### config.mk
export PLATFORM = sky130hd
export DESIGN_NAME = ssp_port
export DESIGN_NICKNAME = d
export VERILOG_FILES = /design/src/rtl/ssp_pkg.sv /design/src/rtl/ssp_pin_edges.sv /design/src/rtl/ssp_start_fsm.sv /design/src/rtl/ssp_shift_core.sv /design/src/rtl/ssp_port.sv
export SDC_FILE = /design/constraint.sdc
export NUM_CORES = 1
export LEC_CHECK = 0
export BUFFER_PORTS_ARGS = -buffer_cell sky130_fd_sc_hd__clkbuf_2
export CAP_MARGIN = 20
export CORE_MARGIN = 2
export CORE_UTILIZATION = 48
export CTS_CLUSTER_SIZE = 28
export DETAILED_ROUTE_END_ITERATION = 12
export HOLD_SLACK_MARGIN = 0.03
export PLACE_DENSITY = 0.83
export SYNTH_ARGS = -nofsm -noshare
export SYNTH_HDL_FRONTEND = slang
export SYNTH_HIERARCHICAL = 1
export SYNTH_SLANG_ARGS = --single-unit
### constraint.sdc
create_clock -name clk -period 2.6 [get_ports clk]
set_clock_uncertainty 0.1 [all_clocks]
set_input_delay 0.39 -clock clk [delete_from_list [all_inputs] [get_ports clk]]
set_output_delay 0.39 -clock clk [all_outputs]
set_load 0.02 [all_outputs]
### src/rtl/ssp_pkg.sv
package ssp_pkg;
    typedef enum logic [1:0] {
        WM_OFF         = 2'b00,
        WM_THREE       = 2'b01,
        WM_TWO         = 2'b10,
        WM_TWO_STRETCH = 2'b11
    } wire_mode_e;

    typedef enum logic [1:0] {
        CS_STROBE   = 2'b00,
        CS_TIMER    = 2'b01,
        CS_EXT_RISE = 2'b10,
        CS_EXT_FALL = 2'b11
    } clk_src_e;

    typedef enum logic [1:0] {
        SD_OFF   = 2'b00,
        SD_WATCH = 2'b01,
        SD_HELD  = 2'b10
    } sdet_state_e;
endpackage

### src/rtl/ssp_pin_edges.sv
module ssp_pin_edges (
    input  logic clk,
    input  logic rst_n,
    input  logic dat_in,
    input  logic clk_in,
    output logic dat_fall,
    output logic clk_rise,
    output logic clk_fall,
    output logic clk_hi_both
);
    logic dat_q;
    logic clk_q;

    // Idle bus level is high on both lines
    always_ff @(posedge clk or negedge rst_n) begin
        if (!rst_n) begin
            dat_q <= 1'b1;
            clk_q <= 1'b1;
        end else begin
            dat_q <= dat_in;
            clk_q <= clk_in;
        end
    end

    always_comb begin
        dat_fall    = dat_q & ~dat_in;
        clk_rise    = ~clk_q & clk_in;
        clk_fall    = clk_q & ~clk_in;
        clk_hi_both = clk_q & clk_in;
    end
endmodule

### src/rtl/ssp_start_fsm.sv
module ssp_start_fsm
    import ssp_pkg::*;
(
    input  logic clk,
    input  logic rst_n,
    input  logic enable,
    input  logic start_seen,
    input  logic clr,
    output logic held
);
    sdet_state_e state_q;
    sdet_state_e state_d;

    always_ff @(posedge clk or negedge rst_n) begin
        if (!rst_n) state_q <= SD_OFF;
        else        state_q <= state_d;
    end

    always_comb begin
        state_d = state_q;
        if (!enable) begin
            state_d = SD_OFF;
        end else begin
            unique case (state_q)
                SD_OFF:   state_d = start_seen ? SD_HELD : SD_WATCH;
                SD_WATCH: state_d = start_seen ? SD_HELD : SD_WATCH;
                SD_HELD:  state_d = (clr && !start_seen) ? SD_WATCH : SD_HELD;
                default:  state_d = SD_OFF;
            endcase
        end
    end

    always_comb begin
        held = (state_q == SD_HELD);
    end
endmodule

### src/rtl/ssp_shift_core.sv
module ssp_shift_core #(
    parameter int W  = 8,
    parameter int CW = 4
) (
    input  logic          clk,
    input  logic          rst_n,
    input  logic          wr_en,
    input  logic [W-1:0]  wr_data,
    input  logic          shift_ev,
    input  logic          count_ev,
    input  logic          latch_ev,
    input  logic          use_latch,
    input  logic          din,
    input  logic          clr_ovf,
    output logic [W-1:0]  sreg_q,
    output logic [CW-1:0] cnt_q,
    output logic          ovf_q,
    output logic          out_bit
);
    localparam int MSB = W - 1;
    localparam logic [CW-1:0] CNT_TOP = {CW{1'b1}};

    logic latch_q;

    always_ff @(posedge clk or negedge rst_n) begin
        if (!rst_n) begin
            sreg_q  <= '0;
            latch_q <= 1'b0;
        end else begin
            if (latch_ev) latch_q <= sreg_q[MSB];
            if (wr_en)         sreg_q <= wr_data;
            else if (shift_ev) sreg_q <= {sreg_q[MSB-1:0], din};
        end
    end

    always_ff @(posedge clk or negedge rst_n) begin
        if (!rst_n) begin
            cnt_q <= '0;
            ovf_q <= 1'b0;
        end else begin
            if (count_ev) cnt_q <= cnt_q + 1'b1;
            if (count_ev && cnt_q == CNT_TOP) ovf_q <= 1'b1;
            else if (clr_ovf)                 ovf_q <= 1'b0;
        end
    end

    always_comb begin
        out_bit = use_latch ? latch_q : sreg_q[MSB];
    end
endmodule

### src/rtl/ssp_port.sv
module ssp_port
    import ssp_pkg::*;
#(
    parameter int W  = 8,
    parameter int CW = 4
) (
    input  logic          clk,
    input  logic          rst_n,
    input  logic [1:0]    wire_mode,
    input  logic [1:0]    clk_src,
    input  logic          clk_strobe,
    input  logic          timer_tick,
    input  logic          toggle_strobe,
    input  logic          wr_en,
    input  logic [W-1:0]  wr_data,
    input  logic          clr_start,
    input  logic          clr_ovf,
    input  logic          dat_pin_in,
    input  logic          clk_pin_in,
    input  logic          port_dat,
    input  logic          port_clk,
    input  logic          dir_dat,
    input  logic          dir_clk,
    output logic [W-1:0]  shift_q,
    output logic [CW-1:0] count_q,
    output logic          start_flag,
    output logic          ovf_flag,
    output logic          dout_val,
    output logic          dout_oe,
    output logic          sda_pull_low,
    output logic          scl_pull_low,
    output logic          pullups_en
);
    wire_mode_e wm;
    clk_src_e   cs;
    logic dat_fall, clk_rise, clk_fall, clk_hi_both;
    logic shift_ev, count_ev, latch_ev, ext_src, out_bit, two_wire;

    assign wm = wire_mode_e'(wire_mode);
    assign cs = clk_src_e'(clk_src);

    ssp_pin_edges u_edges (
        .clk(clk), .rst_n(rst_n), .dat_in(dat_pin_in), .clk_in(clk_pin_in),
        .dat_fall(dat_fall), .clk_rise(clk_rise), .clk_fall(clk_fall),
        .clk_hi_both(clk_hi_both)
    );

    ssp_start_fsm u_start (
        .clk(clk), .rst_n(rst_n), .enable(wm != WM_OFF),
        .start_seen(dat_fall & clk_hi_both), .clr(clr_start), .held(start_flag)
    );

    always_comb begin
        ext_src  = 1'b0;
        shift_ev = 1'b0;
        latch_ev = 1'b0;
        unique case (cs)
            CS_STROBE:   shift_ev = clk_strobe;
            CS_TIMER:    shift_ev = timer_tick;
            CS_EXT_RISE: begin ext_src = 1'b1; shift_ev = clk_rise; latch_ev = clk_fall; end
            CS_EXT_FALL: begin ext_src = 1'b1; shift_ev = clk_fall; latch_ev = clk_rise; end
            default:     shift_ev = 1'b0;
        endcase
        if (ext_src) count_ev = clk_strobe ? toggle_strobe : (clk_rise | clk_fall);
        else         count_ev = shift_ev;
    end

    ssp_shift_core #(.W(W), .CW(CW)) u_core (
        .clk(clk), .rst_n(rst_n), .wr_en(wr_en), .wr_data(wr_data),
        .shift_ev(shift_ev), .count_ev(count_ev), .latch_ev(latch_ev),
        .use_latch(ext_src), .din(dat_pin_in), .clr_ovf(clr_ovf),
        .sreg_q(shift_q), .cnt_q(count_q), .ovf_q(ovf_flag), .out_bit(out_bit)
    );

    always_comb begin
        two_wire     = (wm == WM_TWO) || (wm == WM_TWO_STRETCH);
        dout_val     = (wm == WM_THREE) ? out_bit : port_dat;
        dout_oe      = dir_dat & ~two_wire;
        pullups_en   = ~two_wire;
        sda_pull_low = two_wire & dir_dat & (~out_bit | ~port_dat);
        scl_pull_low = two_wire & dir_clk &
                       (~port_clk | start_flag | ((wm == WM_TWO_STRETCH) & ovf_flag));
    end
endmodule

; Yosys cells after proc, flatten, opt, wreduce, memory -nomap -nowiden
; Index checks and enable logic that the tools add are counted.
; Widths: inputs -> output; s select.
[classes]
reduce_logical = 11
mux = 15
add_sub_neg = 1
n_eq_ne = 9
bitwise_logic = 22
[op_table]
columns = cell, n
row1 = $mux 8, 2
row2 = $and 1x1->1, 11
row3 = $eq 2x2->1 const B, 5
row4 = $mux 1, 7
row5 = $not 1->1, 7
row6 = $eq 2x1->1 const B, 3
row7 = $mux 2, 3
row8 = $reduce_bool 2->1, 3
row9 = $add 4x1->4 const B, 1
row10 = $eq 4x4->1 const B, 1
row11 = $logic_not 2->1, 2
row12 = $or 1x1->1, 4
row13 = $pmux 1 s4, 1
row14 = $pmux 2 s2, 1
row15 = $reduce_or 2->1, 2
row16 = $logic_and 1x1->1, 2
row17 = $pmux 1 s2, 1
row18 = $logic_not 1->1, 1
row19 = $logic_or 1x1->1, 1
[word_totals]
reg_bits = 18

; Logic depth before layout (Yosys ltp)
; Gate-level depths: netlist of the first run.
[logic_depth]
ltp_word = 8
mapped_depth = 5
depth_no_buf = 5

; By module
; Netlist of the first run, hierarchy kept.
[by_module_without_submodules]
columns = module, cells_per_inst, n_inst, area_each_um2, seq_area_each_um2
row1 = ssp_shift_core, 52, 1, 619.3, 350.3
row2 = ssp_port, 21, 1, 137.6, 0.0
row3 = ssp_start_fsm, 9, 1, 98.8, 50.0
row4 = ssp_pin_edges, 6, 1, 81.3, 52.6

; Least setup slack after synthesis of the first run
; Ideal clock, no wire load.
[synth_timing]
path_type = reg-to-output
startpoint = register u_start.state_q[1]
endpoint = output scl_pull_low
arrival_time_ps = 1250
path_slack_ps = 860
path_stages_with_launch = 4
n_path_buf = 0
cell_sequence = dfrtp_1 nor2b_1 inv_1 a31oi_1
[synth_via]
elab_chain_cells = 4
[synth_lines]
columns = item, line_no
row1 = start: declaration, ssp_start_fsm.sv:11  ; sdet_state_e state_q;
row2 = start signal: assignment, ssp_start_fsm.sv:16  ; else state_q <= state_d;
row3 = $eq 2x2->1, ssp_start_fsm.sv:34  ; held = (state_q == SD_HELD);
row4 = net start_flag, ssp_port.sv:26  ; output logic start_flag,
row5 = $or 1x1->1 (2 in a row), ssp_port.sv:82  ; (~port_clk | start_flag | ((wm == WM_TWO_STRETCH) & ovf_flag));
row6 = $and 1x1->1, ssp_port.sv:81  ; scl_pull_low = two_wire & dir_clk &
row7 = end: declaration, ssp_port.sv:31  ; output logic scl_pull_low,
; The timed path passes the listed nets, and every way through them passes these cells.

; Worst setup path after layout of the first run
[layout_timing]
startpoint = register u_core.sreg_q[7]
endpoint = output dout_val
[layout_via]
elab_chain_cells = 2
[layout_lines]
columns = item, line_no
row1 = start: declaration, ssp_shift_core.sv:15  ; output logic [W-1:0] sreg_q,
row2 = start signal: assignment, ssp_shift_core.sv:31  ; if (wr_en) sreg_q <= wr_data;
row3 = start signal: assignment, ssp_shift_core.sv:32  ; else if (shift_ev) sreg_q <= {sreg_q[MSB-1:0], din};
row4 = $mux 1, ssp_shift_core.sv:48  ; out_bit = use_latch ? latch_q : sreg_q[MSB];
row5 = net out_bit, ssp_port.sv:37  ; logic shift_ev, count_ev, latch_ev, ext_src, out_bit, two_wire;
row6 = $mux 1, ssp_port.sv:77  ; dout_val = (wm == WM_THREE) ? out_bit : port_dat;
row7 = end: declaration, ssp_port.sv:28  ; output logic dout_val,
; The timed path passes the listed nets, and every way through them passes these cells.

==> results of run 1 <==
## power by group through the flow
stage	clock, mW	combinational, mW	sequential (mW)
2_1_floorplan	0	0.126	0.453
3_3_place_gp	0	0.277	0.394
3_5_place_dp	0	0.287	0.398
4_1_cts	0.134	0.290	0.393
5_1_grt	0.146	0.316	0.401
6_report	0.125	0.285	0.393
## flip-flops by register name, indices dropped and copies added (netlist names)
register / count
u_edges/dat_q: 1
u_edges/clk_q: 1
u_core/latch_q: 1
u_core/cnt_q: 4
u_core/ovf_q: 1
u_core/sreg_q: 8
u_start/state_q: 2
## synth_stat cells, drive strengths merged, types with 2 or more instances
| master | count |
|---|---|
| mux2 | 3 |
| o21ai | 9 |
| inv | 4 |
| and2 | 2 |
| dfstp | 2 |
| o22ai | 2 |
| mux2i | 10 |
| a21oi | 2 |
| nor2b | 6 |
| dfrtp | 16 |
| buf | 2 |
| xnor2 | 2 |
| nand2 | 14 |
## path summary, 6_finish.rpt
kind,from,to,slack [ns],cells past startpoint
max,u_core/sreg_q[7],dout_val,0.73,3
min,dat_pin_in,u_edges/dat_q,0.12,1
max reg2reg,u_edges/clk_q,u_core/sreg_q[0],0.86,4
min reg2reg,u_start/state_q[1],u_start/state_q[0],0.39,1
max in group asynchronous,rst_n,u_edges/dat_q,1.58,2
min in group asynchronous,rst_n,u_core/cnt_q[1],0.48,2
## routing by layer
layer  routed length, um  share of wire
met5                   0              0
met1                 828           0.45
met4                  17         0.0093
met3                 134          0.073
met2                 852           0.46
## stage by stage
step | hold WS, ns | utilization | power (mW) | cells
5_1_grt | 0.0980 | 0.670 | 0.863 | 158
2_1_floorplan | -0.00559 | - | 0.579 | 88
3_3_place_gp | 0.251 | 0.652 | 0.671 | 154
4_1_cts | 0.102 | 0.670 | 0.817 | 158
3_5_place_dp | 0.255 | 0.652 | 0.686 | 154
6_report | 0.117 | 0.670 | 0.803 | 158
## repair_timing
item	CTS	global route
resized for setup	0	0
hold endpoints to repair	16	0
hold buffers	1	0
setup buffers	0	0
## kinds of logic (layout without fill, tap and decap cells)
family	after synthesis	count (layout)	synth area share
simple gates	28	28	0.154
fa+ha+maj	1	1	0.0133
xor+xnor	3	3	0.0280
mux	14	14	0.167
compound gates	17	17	0.111
buf+inv	7	52	0.0440
flops	18	18	0.483
## worst max-delay path, stage by stage (launching register included)
cell and delay [ns]:
dfrtp_1 0.42, mux2_2 0.29, a31o_2 0.24, clkbuf_2 0.15
## layout make-up
type / count / area share
clock buffer: 3 / 0.0188
inverter: 4 / 0.0126
multi-input combinational: 63 / 0.371
sequential: 18 / 0.379
tap: 25 / 0.0262
timing repair buffer: 45 / 0.193
==> results.json, run 1 <==
{
  "worst_slew_pin_slew_ns": 0.441,
  "seqCellArea_um2": 453,
  "multiInputGateArea_um2": 443,
  "grt_pass1_vias": 705,
  "cts_tree": "built",
  "clockBufferDepth": 2,
  "dieArea_mm2": 0.00232,
  "synth_top_area_share": 0.427,
  "rsz0062_at_grt": "false",
  "synth_edf_count": 0,
  "global_route.usage.met1": 0.236,
  "synth_top_cell_by_area": "dfrtp_1",
  "syn_area_per_cell_um2": 10.6,
  "switching_power_mw": 0.285,
  "use_met2": 0.295,
  "post-dp-hpwl_um": 1520,
  "mappedNetlistNets": 115,
  "hold_class": "in -> reg",
  "wirelength_um": 1830,
  "clock_latency_ns": 0.27,
  "gp_congestion": 0.648,
  "layout_common_cells": "44 x clkbuf_2, 16 x dfrtp_1, 14 x nand2_1, 10 x mux2i_1, 8 x o21ai_1",
  "p_per_area_mw_per_mm2": 672,
  "dpl_cell_area_mm2": 0.00116,
  "status": "finished clean",
  "max-slew-margin-rel": 0.706,
  "fin_crit_ns": 1.87,
  "area_delta_synth_final_pct": 27.5,
  "pwr-share-clk": 0.156,
  "slew_violations": 0,
  "drtPass1Iterations": 4,
  "fin_area_mm2": 0.00119,
  "start_util": 0.526,
  "combPwrFrac": 0.354,
  "drc": 0,
  "diodes": 0,
  "cts_buffers": 3,
  "grt.overflow.total": 0,
  "finalHoldViolCount": 0,
  "nFillCells": 147,
  "htree_levels": 1,
  "clock-sinks": 18,
  "core-area_mm2": 0.00178,
  "ant_nets": 0,
  "pre_cts_ws_ns": 0.729,
  "fin_nets": 162,
  "cp-start-kind": "register",
  "max_freq_ghz": 0.535,
  "met3_usage": 0.0259,
  "grt_max_degree": 19,
  "fp.dieH_um": 48.2,
  "grt_pass1_wl_um": 2870,
  "maxCapViolations": 0,
  "setup_viol": 0,
  "critPathMaxFanout": 4,
  "drtIter0Drc": 6,
  "num_io_pins": 45,
  "async_flop_share": 1.00,
  "synthTopCellsByArea": "dfrtp_1 43%, mux2i_1 11%, dfstp_2 5.6%, nand2_1 5.6%, o21ai_1 4.3%",
  "yosysSeqAreaShare": 0.483,
  "fp.dieW_um": 48.2,
  "viasPerCell": 4.95,
  "cp-end-kind": "output port",
  "yosysWarnings": 6,
  "ys_ff_latch": 18,
  "grt-busiest-layer": "met2",
  "swShare": 0.355,
  "cts.root.buffer_cell": "clkbuf_4",
  "synth_cells": 88,
  "critical_path_class": "reg -> out",
  "mostFrequentLayoutCell": "clkbuf_2",
  "required_ns": 2.11,
  "antenna_found_initial": 0,
  "wire_per_inst_um": 11.6,
  "rows": 15,
  "p_leak_nw": 0.617,
  "internal_power_mw": 0.518,
  "clkTransAtPathRegs_ns": 0.09,
  "grt_usage": 0.180,
  "ir_worst_vdd_mv": 0.461,
  "final.setup.tns_ns": 0,
  "portBuffers": 44,
  "drive_gt1_frac": 0.436,
  "pwr-share-seq": 0.489,
  "fin_crit_sh": 0.718,
  "arrival_ns": 1.38,
  "syn-cell-area_um2": 937,
  "ys.flop_type": "dfrtp_1",
  "synth.distinct_cells": 30,
  "setup_ws_ns": 0.732,
  "vias": 782
}
Power figures use the tool's default switching activity.
==> run 2, diff against run 1 <==
--- a/config.mk
+++ b/config.mk
@@ -5,14 +5,15 @@
 export SDC_FILE = /design/constraint.sdc
 export NUM_CORES = 1
 export LEC_CHECK = 0
+export ABC_AREA = 1
 export BUFFER_PORTS_ARGS = -buffer_cell sky130_fd_sc_hd__clkbuf_2
 export CAP_MARGIN = 20
 export CORE_MARGIN = 2
-export CORE_UTILIZATION = 48
+export CORE_UTILIZATION = 41
 export CTS_CLUSTER_SIZE = 28
 export DETAILED_ROUTE_END_ITERATION = 12
 export HOLD_SLACK_MARGIN = 0.03
-export PLACE_DENSITY = 0.83
+export PLACE_DENSITY = 0.74
 export SYNTH_ARGS = -nofsm -noshare
 export SYNTH_HDL_FRONTEND = slang
 export SYNTH_HIERARCHICAL = 1
==> constraint.sdc (replaced) <==
create_clock -name clk -period 1.6 [get_ports clk]
set_clock_uncertainty 0.1 [all_clocks]
set_input_delay 0.24 -clock clk [delete_from_list [all_inputs] [get_ports clk]]
set_output_delay 0.24 -clock clk [all_outputs]
set_load 0.02 [all_outputs]
==> run 2 against run 1 <==
Effect of this change: first-iteration DRC count grew to 3.3 times the previous value; area after synthesis grew 4.3%; sequential share of layout area decreased by 4.7 points; combinational power grew 82%; via count rose by 27%; sequential power increased by 62%; critical path type unchanged; cell area up 14%; power grew 78%; clock power rose by 120%; routed wire length is 12% higher; global-route usage down 2.1 points.
==> results.json, run 2 <==
{
  "fin_crit_ns": 1.56,
  "viasPerCell": 4.72,
  "drtIter0Drc": 20,
  "clock_latency_ns": 0.28,
  "fp.dieH_um": 52.8,
  "ant_nets": 0,
  "finalHoldViolCount": 0,
  "power_mw": 1.43,
  "diodes": 0,
  "core-area_mm2": 0.00223,
  "drc": 0,
  "status": "finished clean",
  "critPathMaxFanout": 2,
  "ys_ff_latch": 18,
  "htree_levels": 1,
  "synth.distinct_cells": 24,
  "dp_cells": 201,
  "setup_viol": 0,
  "fin_crit_sh": 0.976,
  "rows": 17,
  "start_util": 0.438,
  "portBuffers": 44,
  "slew_violations": 0,
  "synth.most_common_cell": "nand2_1",
  "synthTopCellsByArea": "dfrtp_1 41%, nand2_1 15%, inv_1 8.1%, nand3_1 6.7%, dfstp_2 5.4%",
  "max-slew-margin-rel": 0.716,
  "multiInputGateArea_um2": 468,
  "final.setup.tns_ns": 0,
  "dieArea_mm2": 0.00279,
  "max_freq_ghz": 0.640,
  "fin_area_mm2": 0.00137,
  "antenna_found_initial": 0,
  "ys_top_cells_by_count": "39 x nand2_1, 21 x inv_1, 16 x dfrtp_1",
  "synth_top_cell_by_area": "dfrtp_1",
  "syn-cell-area_um2": 977,
  "cts.root.buffer_cell": "clkbuf_4",
  "arrival_ns": 1.22,
  "gp_congestion": 0.727,
  "worst_slew_pin_slew_ns": 0.426,
  "grt_max_degree": 19,
  "dpl_cell_area_mm2": 0.00123,
  "p_leak_nw": 0.752,
  "rsz0062_at_grt": "true",
  "grt_usage": 0.159,
  "vias": 991,
  "ys.flop_type": "dfrtp_1",
  "clkTransAtPathRegs_ns": 0.10,
  "num_io_pins": 45,
  "post-dp-hpwl_um": 1640,
  "area_delta_synth_final_pct": 39.7,
  "synth_cells": 129,
  "wirelength_um": 2050,
  "async_flop_share": 1.00,
  "drtPass1Iterations": 4,
  "final_cells": 210,
  "largest_reg_flops": 8,
  "cts_tree": "built",
  "hold_class": "in -> reg",
  "seqCellArea_um2": 453,
  "wire_per_inst_um": 9.77,
  "nFillCells": 199,
  "mostFrequentLayoutCell": "clkbuf_2",
  "mappedNetlistNets": 156,
  "met3_usage": 0.0343,
  "fp.dieW_um": 52.8,
  "cp-end-kind": "output port",
  "maxCapViolations": 0,
  "syn_area_per_cell_um2": 7.58,
  "global_route.usage.met1": 0.167,
  "grt-busiest-layer": "met2",
  "grt_pass1_vias": 840,
  "regMostFlops": "u_core/sreg_q",
  "critical_path_class": "reg -> out",
  "clock-sinks": 18,
  "drive_gt1_frac": 0.423,
  "synth_top_area_share": 0.410,
  "layout_common_cells": "41 x clkbuf_2, 36 x nand2_1, 19 x inv_1, 16 x dfrtp_1, 11 x nand3_1",
  "cts_buffers": 3,
  "yosysWarnings": 6,
  "yosysSeqAreaShare": 0.464,
  "ir_worst_vdd_mv": 0.719,
  "clockBufferDepth": 2,
  "p_per_area_mw_per_mm2": 1050,
  "holdWs_ns": 0.0646,
  "use_met2": 0.294,
  "fin_nets": 210,
  "cp-start-kind": "register",
  "grt.overflow.total": 0,
  "grt_pass1_wl_um": 3220,
  "required_ns": 1.26,
  "synth_edf_count": 0,
  "top_regs": "u_core/sreg_q (8), u_core/cnt_q (4), u_start/state_q (2)"
}
## run 2: cell count changes after synthesis, sizes merged, moves of 3 or more
cell,before,now
inv,4,22
o21ai,9,4
nand2,14,42
mux2i,10,0
nand3,0,14
nor2b,6,0
mux2,3,0
nor2,0,13
## run 2: kinds of logic after synthesis
logic type / after synthesis / synth area share
AO/OA/AOI/OAI: 11 / 0.0653
buffers and inverters: 24 / 0.0999
adder cells (fa/ha/maj): 1 / 0.0128
AND/OR/NAND/NOR: 73 / 0.341
flip-flops: 18 / 0.464
XOR/XNOR: 2 / 0.0179
## run 2: cell type report
| cell class | instances | share of cell area |
|---|---|---|
| Sequential cell | 18 | 0.332 |
| Inverter | 22 | 0.0605 |
| Tap cell | 28 | 0.0257 |
| Multi-Input combinational cell | 87 | 0.343 |
| Timing Repair Buffer | 51 | 0.213 |
| Clock buffer | 4 | 0.0266 |
## run 2: power by group
group / switching [mW] / internal, mW / leakage, nW
Clock: 0.137 / 0.138 / 0.0210
Combinational: 0.316 / 0.202 / 0.515
Sequential: 0.0875 / 0.550 / 0.217
Total: 0.540 / 0.890 / 0.752
## run 2: critical path, cell delays in order (launching register included)
cell and delay [ns]:
dfrtp_1 0.40, nor2_1 0.12, a21oi_2 0.05, a211oi_1 0.19, buf_4 0.17
## run 2: worst paths after layout
path / from / endpoint / slack, ns / cells past startpoint
setup / recovery: u_core/sreg_q[7] / sda_pull_low / 0.04 / 4
min in group asynchronous: rst_n / u_core/sreg_q[2] / 0.30 / 2
max in group asynchronous: rst_n / u_edges/dat_q / 0.77 / 2
hold reg to reg: u_core/sreg_q[2] / u_core/sreg_q[3] / 0.43 / 2
setup reg to reg: u_edges/clk_q / u_core/sreg_q[0] / 0.05 / 9
hold / removal: wr_data[3] / u_core/sreg_q[3] / 0.06 / 3
## run 2: timing repair
action / 4_1_cts / 5_1_grt
setup endpoints to repair: 14 / 16
gates resized for setup: 5 / 15
buffers inserted: 1 / 0
hold endpoints to repair: 19 / 0
pin swaps: 8 / 13
hold buffers: 4 / 0
## run 2: layer usage
metal / wire length, um / share of wire
met1: 836 / 0.41
met4: 27 / 0.013
met3: 154 / 0.075
met2: 1030 / 0.50
met5: 0 / 0
## run 2: per-stage QoR
stage / setup WS [ns] / util
after floorplan: 0.0455 / -
after global placement: 0.0152 / 0.552
after detailed placement: -0.0379 / 0.552
after CTS: 0.00188 / 0.595
after global routing: -0.0702 / 0.611
final: 0.0384 / 0.611
==> run 3, diff against run 2 <==
--- a/config.mk
+++ b/config.mk
@@ -8,11 +8,13 @@
 export ABC_AREA = 1
 export BUFFER_PORTS_ARGS = -buffer_cell sky130_fd_sc_hd__clkbuf_2
 export CAP_MARGIN = 20
+export CORE_ASPECT_RATIO = 1.4
 export CORE_MARGIN = 2
 export CORE_UTILIZATION = 41
 export CTS_CLUSTER_SIZE = 28
 export DETAILED_ROUTE_END_ITERATION = 12
 export HOLD_SLACK_MARGIN = 0.03
+export MAX_ROUTING_LAYER = met4
 export PLACE_DENSITY = 0.74
 export SYNTH_ARGS = -nofsm -noshare
 export SYNTH_HDL_FRONTEND = slang
==> run 3 against run 2 <==
Effect of this change: the run now ends with setup timing left; sequential power about the same; core utilization rose by 0.28 points; largest cell class unchanged; worst hold slack got worse by 0.010 ns; setup slack got worse by 0.052 ns; count of clock-buffer cells in the layout unchanged; combinational power barely moved; flip-flop and latch count unchanged; critical path type is now reg -> reg; clock power about the same.
==> results.json, run 3 (synthesis results as in run 2) <==
{
  "clock_latency_ns": 0.29,
  "grt_pass1_vias": 945,
  "r2r_setup_slack_ns": -0.01,
  "fp.dieH_um": 61.8,
  "hold_start": "wr_data[2]",
  "max-slew-margin-rel": 0.712,
  "setup_viol": 2,
  "regMostFlops": "u_core/sreg_q",
  "drtIter0Drc": 20,
  "grt.overflow.total": 0,
  "critical_path_class": "reg -> reg",
  "post-dp-hpwl_um": 1590,
  "dieArea_mm2": 0.00280,
  "largest_reg_flops": 8,
  "rsz0062_at_grt": "true",
  "p_per_area_mw_per_mm2": 1050,
  "antenna_found_initial": 0,
  "maxCapViolations": 0,
  "cts.root.buffer_cell": "clkbuf_4",
  "rows": 20,
  "clockBufferDepth": 2,
  "required_ns": 1.73,
  "grt_pass1_wl_um": 3480,
  "top_regs": "u_core/sreg_q (8), u_core/cnt_q (4), u_start/state_q (2)",
  "rr_endpoint": "u_core/cnt_q[3]",
  "drive_gt1_frac": 0.421,
  "ir_worst_vdd_mv": 0.610,
  "arrival_ns": 1.75,
  "wirelength_um": 2150,
  "fin_crit_sh": 1.01,
  "drc": 0,
  "layout_common_cells": "41 x clkbuf_2, 38 x nand2_1, 20 x inv_1, 16 x dfrtp_1, 12 x nand3_1",
  "ant_nets": 0,
  "wire_per_inst_um": 10.5,
  "drtPass1Iterations": 4,
  "start_util": 0.439,
  "cp-end-kind": "register",
  "setup_ws_ns": -0.0135,
  "slew_violations": 0,
  "wl_met3_um": 146,
  "p_leak_nw": 0.756,
  "vias": 1015,
  "hold_depth": 3,
  "cts_tree": "built",
  "failed_checks": "setup timing",
  "portBuffers": 44,
  "finalHoldViolCount": 0,
  "critPathMaxFanout": 4,
  "worstRegToRegCells": 10,
  "cp-start-kind": "register",
  "area_delta_synth_final_pct": 39.9,
  "hold_class": "in -> reg",
  "mostFrequentLayoutCell": "clkbuf_2",
  "num_io_pins": 45,
  "worst_slew_pin_slew_ns": 0.432,
  "gp_congestion": 0.747,
  "holdWs_ns": 0.0544,
  "power_mw": 1.43,
  "fin_nets": 211,
  "r2r-start": "u_edges/clk_q",
  "viasPerCell": 4.95,
  "fin_crit_ns": 1.61,
  "htree_levels": 1,
  "grt_usage": 0.175,
  "clock-sinks": 18,
  "cts_buffers": 3,
  "top_layer_used": "met4",
  "core-area_mm2": 0.00223,
  "max_freq_ghz": 0.620,
  "status": "finished with violations",
  "diodes": 0,
  "wl_met2_um": 1130,
  "wl_met1_um": 817,
  "clkTransAtPathRegs_ns": 0.10,
  "fp.dieW_um": 45.3,
  "grt_max_degree": 19,
  "whs_endpoint": "u_core/sreg_q[2]"
}
[run 3: cell count changes in the layout (fill, tap and decap cells not counted), sizes merged]
cell	before	now
clkbuf	45	46
[run 3: critical path: stages, from the launching register on]
cell     delay (ns)
dfstp_2        0.56
inv_2          0.04
nor2_4         0.13
nor2_2         0.06
a21oi_2        0.17
o21ai_2        0.09
nand2_2        0.10
nand2_2        0.07
nor2_2         0.10
nor2_1         0.05
nor2_1         0.08
[run 3: layer usage]
layer | GRT usage | up-vias
met3 | 0.0173 | 5
met1 | 0.172 | 458
met2 | 0.327 | 45
met4 | 0.101 | 0
met5 | - | -
li1 | - | 507
[run 3: through the flow]
step	cells	instance area, um^2	setup slack (ns)	setup TNS [ns]	utilization
final	205	1370	-0.0135	-0.0230	0.614
after global routing	205	1370	-0.125	-0.797	0.614
after CTS	204	1340	-0.00642	-0.00642	0.599
after detailed placement	195	1220	-0.0404	-0.0881	0.550
after global placement	195	1220	0.00861	0	0.550
after floorplan	129	977	0.0455	0	-
[run 3: how the worst max path moves through the flow]
stage / startpoint / to / cells after the start
after floorplan: u_core/sreg_q[7] / sda_pull_low / 3
after global placement: u_edges/clk_q / u_core/cnt_q[2] / 9
after detailed placement: u_edges/clk_q / u_core/cnt_q[2] / 9
after CTS: u_edges/clk_q / u_core/cnt_q[2] / 9
after global routing: u_edges/clk_q / u_core/cnt_q[3] / 10
final: u_edges/clk_q / u_core/cnt_q[3] / 10
[run 3: final cells by class]
cell class,count,area [um^2]
Clock buffer,4,36.3
Fill cell,208,860
Inverter,22,82.6
Multi-Input combinational cell,87,470
Sequential cell,18,453
Tap cell,22,27.5
Timing Repair Buffer,52,298
[run 3: timing repair]
action	4_1_cts	5_1_grt
resized for setup	8	10
pin swaps	5	10
hold endpoints to repair	19	0
hold buffers	4	0
endpoints found under the setup margin	14	16
setup buffers	1	1
[run 3: where the power goes]
part           switching (mW)  internal, mW  total [mW]
clock network           0.138         0.139       0.277
logic                   0.319         0.198       0.517
registers              0.0876         0.550       0.637
total                   0.545         0.886        1.43
